`config.mk`:
```
export PLATFORM = sky130hd
export DESIGN_NAME = credit_tracker
export DESIGN_NICKNAME = d
export VERILOG_FILES = /design/src/rtl/credit_pkg.sv /design/src/rtl/credit_cfg_bank.sv /design/src/rtl/credit_counter.sv /design/src/rtl/credit_tracker.sv
export SDC_FILE = /design/constraint.sdc
export NUM_CORES = 2
export LEC_CHECK = 0
export ABC_AREA = 1
export BUFFER_PORTS_ARGS = -buffer_cell sky130_fd_sc_hd__buf_4
export CAP_MARGIN = 10
export CORE_MARGIN = 2
export CORE_UTILIZATION = 45
export DETAILED_ROUTE_END_ITERATION = 16
export GPL_TIMING_DRIVEN = 0
export PLACE_DENSITY_LB_ADDON = 0.25
export SLEW_MARGIN = 20
export SYNTH_ARGS = -nofsm -noshare
export SYNTH_HDL_FRONTEND = slang
export SYNTH_SLANG_ARGS = --single-unit
```
`constraint.sdc`:
```
create_clock -name clk -period 2.7 [get_ports clk]
set_clock_uncertainty 0.05 [all_clocks]
set_input_delay 0.405 -clock clk [delete_from_list [all_inputs] [get_ports clk]]
set_output_delay 0.405 -clock clk [all_outputs]
set_load 0.05 [all_outputs]
```
`src/rtl/credit_pkg.sv`:
```
package credit_pkg;

  // Meaning of the status bit carried by the status channel.
  typedef enum logic {
    ST_GRANT = 1'b0,
    ST_HOLD  = 1'b1
  } status_e;

endpackage

```
`src/rtl/credit_cfg_bank.sv`:
```
module credit_cfg_bank #(
  parameter int NUM_PORTS  = 64,
  parameter int CREDIT_W   = 8,
  parameter int DEF_CREDIT = 6,
  localparam int PORT_W    = (NUM_PORTS > 1) ? $clog2(NUM_PORTS) : 1
) (
  input  logic                clk,
  input  logic                rst_n,
  input  logic                wr_en,
  input  logic [PORT_W-1:0]   wr_port,
  input  logic [CREDIT_W-1:0] wr_val,
  output logic [CREDIT_W-1:0] size_q [NUM_PORTS]
);

  for (genvar i = 0; i < NUM_PORTS; i++) begin : g_lane
    logic wr_hit;
    assign wr_hit = wr_en && (wr_port == PORT_W'(i));

    always_ff @(posedge clk) begin
      if (!rst_n)      size_q[i] <= CREDIT_W'(DEF_CREDIT);
      else if (wr_hit) size_q[i] <= wr_val;
    end

    // a write lands in the addressed lane on the next edge
    a_r8_cfg_store: assert property (@(posedge clk) disable iff (!rst_n)
      wr_hit |=> size_q[i] == $past(wr_val));
  end

endmodule

```
`src/rtl/credit_counter.sv`:
```
module credit_counter #(
  parameter int CREDIT_W = 8
) (
  input  logic                clk,
  input  logic                rst_n,
  input  logic                grant,
  input  logic                take,
  input  logic [CREDIT_W-1:0] batch,
  output logic                has_credit,
  output logic                uflow
);

  logic [CREDIT_W-1:0] cnt_q;
  logic [CREDIT_W-1:0] base;
  logic [CREDIT_W-1:0] cnt_d;

  // Balance the selection spends from: a fresh grant replaces the old one.
  function automatic logic [CREDIT_W-1:0] base_of(
    input logic [CREDIT_W-1:0] cur,
    input logic [CREDIT_W-1:0] sz,
    input logic                g);
    return g ? sz : cur;
  endfunction

  // Spend one credit if one is there; an empty port stays at zero.
  function automatic logic [CREDIT_W-1:0] spend(
    input logic [CREDIT_W-1:0] b,
    input logic                t);
    return (t && (b != '0)) ? b - 1'b1 : b;
  endfunction

  assign base       = base_of(cnt_q, batch, grant);
  assign cnt_d      = spend(base, take);
  assign uflow      = take && (base == '0);
  assign has_credit = (cnt_q != '0);

  always_ff @(posedge clk) begin
    if (!rst_n) cnt_q <= '0;
    else        cnt_q <= cnt_d;
  end

  // a lone grant loads the batch size, whatever the old balance
  a_r3_grant_replaces: assert property (@(posedge clk) disable iff (!rst_n)
    grant && !take |=> cnt_q == $past(batch));

  // no grant and no selection leaves the balance alone
  a_r4_hold: assert property (@(posedge clk) disable iff (!rst_n)
    !grant && !take |=> $stable(cnt_q));

  // a selection on a non-empty port without a grant spends one
  a_r5_spend: assert property (@(posedge clk) disable iff (!rst_n)
    take && !grant && (cnt_q != '0) |=> cnt_q == $past(cnt_q) - 1'b1);

  // a grant and a selection in one cycle leave batch minus one
  a_r6_both: assert property (@(posedge clk) disable iff (!rst_n)
    take && grant && (batch != '0) |=> cnt_q == $past(batch) - 1'b1);

  // selecting an empty port does not wrap the counter
  a_r7_floor: assert property (@(posedge clk) disable iff (!rst_n)
    uflow |=> cnt_q == '0);

endmodule

```
`src/rtl/credit_tracker.sv`:
```
module credit_tracker #(
  parameter int NUM_PORTS  = 64,
  parameter int CREDIT_W   = 8,
  parameter int DEF_CREDIT = 6,
  localparam int PORT_W    = (NUM_PORTS > 1) ? $clog2(NUM_PORTS) : 1
) (
  input  logic                 clk,
  input  logic                 rst_n,
  input  logic                 st_valid,
  input  logic [PORT_W-1:0]    st_port,
  input  logic                 st_bit,
  input  logic                 sel_valid,
  input  logic [PORT_W-1:0]    sel_port,
  input  logic                 cfg_we,
  input  logic [PORT_W-1:0]    cfg_port,
  input  logic [CREDIT_W-1:0]  cfg_val,
  output logic [NUM_PORTS-1:0] port_ready,
  output logic                 sel_err
);
  import credit_pkg::*;

  logic [CREDIT_W-1:0]  size_q [NUM_PORTS];
  logic [NUM_PORTS-1:0] grant_vec;
  logic [NUM_PORTS-1:0] take_vec;
  logic [NUM_PORTS-1:0] uflow_vec;
  logic                 sel_err_q;

  credit_cfg_bank #(
    .NUM_PORTS (NUM_PORTS),
    .CREDIT_W  (CREDIT_W),
    .DEF_CREDIT(DEF_CREDIT)
  ) u_cfg (
    .clk    (clk),
    .rst_n  (rst_n),
    .wr_en  (cfg_we),
    .wr_port(cfg_port),
    .wr_val (cfg_val),
    .size_q (size_q)
  );

  for (genvar i = 0; i < NUM_PORTS; i++) begin : g_port
    assign grant_vec[i] = st_valid && (status_e'(st_bit) == ST_GRANT)
                          && (st_port == PORT_W'(i));
    assign take_vec[i]  = sel_valid && (sel_port == PORT_W'(i));

    credit_counter #(.CREDIT_W(CREDIT_W)) u_cnt (
      .clk       (clk),
      .rst_n     (rst_n),
      .grant     (grant_vec[i]),
      .take      (take_vec[i]),
      .batch     (size_q[i]),
      .has_credit(port_ready[i]),
      .uflow     (uflow_vec[i])
    );
  end

  always_ff @(posedge clk) begin
    if (!rst_n) sel_err_q <= 1'b0;
    else        sel_err_q <= |uflow_vec;
  end
  assign sel_err = sel_err_q;

  // the error flag follows a selection on the previous edge
  a_r7_err_after_sel: assert property (@(posedge clk) disable iff (!rst_n)
    sel_err |-> $past(sel_valid));

  // at most one port is touched by a selection
  a_r9_single_take: assert property (@(posedge clk) disable iff (!rst_n)
    $onehot0(uflow_vec));

endmodule

```
==> summary.md <==
| Metric | Value |
|---|---|
| Worst Hold End | u_cfg.size_q[273] |
| Finished Core Util | 52.5% |
| Peak VDD IR | 0.540 mV |
| Post-Syn Area | 0.0535 mm^2 |
| Routed via count | 55000 |
| Die ar. | 0.122 mm^2 |
| Core Rows | 126 |
| Non-Filler Instances | 10100 |
| Input/output buffers | 88 |
| DR WL/cell | 20.5 um |
| CP required | 3260 ps |
| CP max-delay cell | buf_2 |
| CTS H-tree depth | 3 |
| Final Critical Period | 2770 ps |
| Worst-path maximum fanout | 10 |
| Least-Margin Pin Slew | 1250 ps |
| Slew margin rel. | 16.7% |
| Pwr per Cell Area | 560 mW/mm^2 |
| TritonCTS clock tree | done |
| Worst r2r src | g_port[29].u_cnt.cnt_q[1] |
| Vias per std cell | 5.47 |
| Syn Inst Count | 8154 |
| #FFs+latches synth | 1025 |
| Final hold viol count | 0 |
| First-pass GRT wire length | 301 mm |
| Worst Hold Class | primary input to register |
| Vias in the first global route | 49300 |
| Critical path launch point type | primary input |
| Distinct cell type count after synthesis | 37 |
| GRT met1 Usage | 43.1% |
| Final WL | 207 mm |
| Total CTS buffers | 115 |
| Critical path arrival | 3330 ps |
| Fillers | 11700 |
| Pre-CTS WS | -1570 ps |
| Clk buf depth | 3 |
| Final Cycle Share | 103% |
| Max-slew violation count | 0 |
| Hold path cells | 3 |
| Commonest non-fill, non-tap cell in the layout | nand2_1 |
| Area Overhead vs Synth | 15.7% |
| Hold-fix buffers, CTS | 0 |
| Reg-to-reg slack, setup | 320 ps |
| Final nets | 8574 |
| Core box area | 0.118 mm^2 |
| Hold WS | 266 ps |
| Die height | 349 um |
| Power Total | 34.7 mW |
| Violated checks | setup timing |
| Avg Inst Size Synth | 6.56 um^2 |
| Initial DRT Pass Iterations | 6 |
| Final setup fails | 2 |
| DPL Wire Length | 146 mm |
| RSZ-0062 raised after global routing | true |
| Ys Warns | 0 |
| Clock Pin Slew Worst Setup and Hold Paths | 60 ps |
| Synthesized Nets | 8314 |
| Die W | 349 um |
| Crit Path Class | primary input to register |
| CTS root buffer | clkbuf_16 |
| Met3 Usage GRT | 7.75% |
| DRT iter0 DRCs | 6241 |
| GPL Wtd Cong | 0.989 |
| Dpl cells | 9778 |
| Max-Cap Viols | 0 |
| FF-to-FF End | sel_err |
| Layout cells sized above 1 | 9.20% |
| Register area share after synthesis | 38.4% |
| Routed Antenna Nets | 0 |
| Number of I/O pins | 97 |
| Gr busiest metal | met2 |
| M2 GR Usage | 49.9% |
| R2r worst-path depth | 13 |
| Final WS setup | -71.1 ps |
| Initial Util | 45.4% |
| Total GRT Usage | 32.7% |
| Skew-Pair Late Insertion Delay | 720 ps |
| DRC violations left | 0 |
| Largest net degree at the start of global routing | 15 |
| Status | finished with violations |
| Worst setup EP type | register |
| Commonest cells after routing, fill and taps aside | nand2_1 (1850), inv_1 (1215), dfxtp_1 (1025), nor2_1 (817), o21ai_0 (729) |
| Global route overflow | 0 |
| P_leak | 30.5 nW |
| HP Start | cfg_val[1] |
| Peak Freq | 0.361 GHz |
| Critical path's largest stage delay | 580 ps |
| CTS sink count | 1025 |
| Cell mode on critical path | nand2_1 |
| Worst path cell trace | buf_4 -> inv_2 -> nand2_2 -> nor2_2 -> buf_2 -> nand3_1 -> nand2_1 -> nand2_1 -> nor2_1 -> nand3_1 -> nand2_1 -> nor2_1 -> nand2_1 -> nor2_4 -> nand2_1 -> nor2_1 -> nor2_2 |
| Initial antenna violation count | 20 |
synthesized netlist by cell type:
cell,n,area share [%]
nand2_1,1913,13
inv_1,1216,8.5
dfxtp_1,1025,38
nor2_1,882,6.2
o21ai_0,771,7.2
a21oi_1,644,6.0
nand3_1,307,2.9
clkbuf_1,223,1.6
nor3_1,172,1.6
nor4_1,140,1.6
ha_1,128,3.0
o211ai_1,126,1.8
o21a_1,105,1.5
or2_2,80,0.94
buf_4,65,0.91
a21boi_0,52,0.73
nand4_1,45,0.53
o21ai_1,34,0.32
buf_2,32,0.30
xor2_1,32,0.52
mux2i_1,23,0.43
buf_1,18,0.13
inv_2,16,0.11
or2_0,16,0.19
nor3b_1,15,0.21
nor2_2,14,0.16
nand2_2,11,0.13
xnor2_1,11,0.18
nor2_4,9,0.19
and3_1,7,0.082
a21o_1,6,0.084
or2_1,6,0.070
clkinv_1,5,0.035
nand2_4,2,0.042
a21boi_2,1,0.021
nand3b_1,1,0.014
nor3_2,1,0.019
routing by layer:
| metal | vias up | wire length [um] |
|---|---|---|
| li1 | 26700 | - |
| met1 | 25300 | 84500 |
| met2 | 2549 | 88000 |
| met3 | 501 | 23500 |
| met4 | 4 | 10800 |
| met5 | - | 23 |
how the worst max path moves through the flow:
stage / startpoint / slack, ps / end
2_1_floorplan: st_bit / 8 / g_port[53].u_cnt.cnt_q[5]
3_3_place_gp: st_valid / -1610 / sel_err
3_5_place_dp: st_bit / -1570 / sel_err
4_1_cts: st_valid / -80 / sel_err
5_1_grt: st_port[3] / -40 / g_port[47].u_cnt.cnt_q[7]
6_report: st_port[3] / -70 / sel_err
metrics by stage:
step | cell area, um^2 | TNS (ps)
6_report | 61900 | -97.9
5_1_grt | 61800 | -286
3_5_place_dp | 56100 | -444270
2_1_floorplan | 53500 | 0
3_3_place_gp | 56100 | -443080
4_1_cts | 60900 | -83.0
power by group:
group | leakage (nW) | internal [mW] | total, mW | switching (mW)
combinational | 20.3 | 0.554 | 2.44 | 1.88
clock | 1.98 | 10.2 | 17.0 | 6.82
sequential | 8.27 | 15.2 | 15.3 | 0.0466
state kept, by name, summed over array words and instances (netlist names):
signal / count
g_port.u_cnt.cnt_q: 512
u_cfg.size_q: 512
sel_err: 1
worst max-delay path, delay by kind of cell:
family	cells	cell delay, ps
buf+inv	3	860
simple gates	14	2030
logic make-up after synthesis:
group | after synthesis | synth area share [%]
buf+inv | 1575 | 11.6
mux | 23 | 0.430
flops | 1025 | 38.4
xor+xnor | 43 | 0.704
compound gates | 1739 | 17.6
fa+ha+maj | 128 | 2.99
simple gates | 3621 | 28.3
final cells by class:
| type | instances | area [um^2] | share of cell area [%] |
|---|---|---|---|
| multi-input cells | 5554 | 27700 | 44.8 |
| flip-flops and latches | 1025 | 20500 | 33.2 |
| inverters | 1237 | 4640 | 7.50 |
| clock buffers | 165 | 3370 | 5.44 |
| well taps | 1536 | 1920 | 3.11 |
| plain buffers | 337 | 1680 | 2.71 |
| repair buffers | 144 | 1290 | 2.09 |
| clock inverters | 49 | 688 | 1.11 |
| diodes | 18 | 45.0 | 0.0728 |
repair_timing:
action	CTS	global route
setup endpoints to repair	363	326
gates resized for setup	123	229
pin swaps	16	13
buffers inserted	41	15
Note: power is estimated with default switching activity, not from simulation.
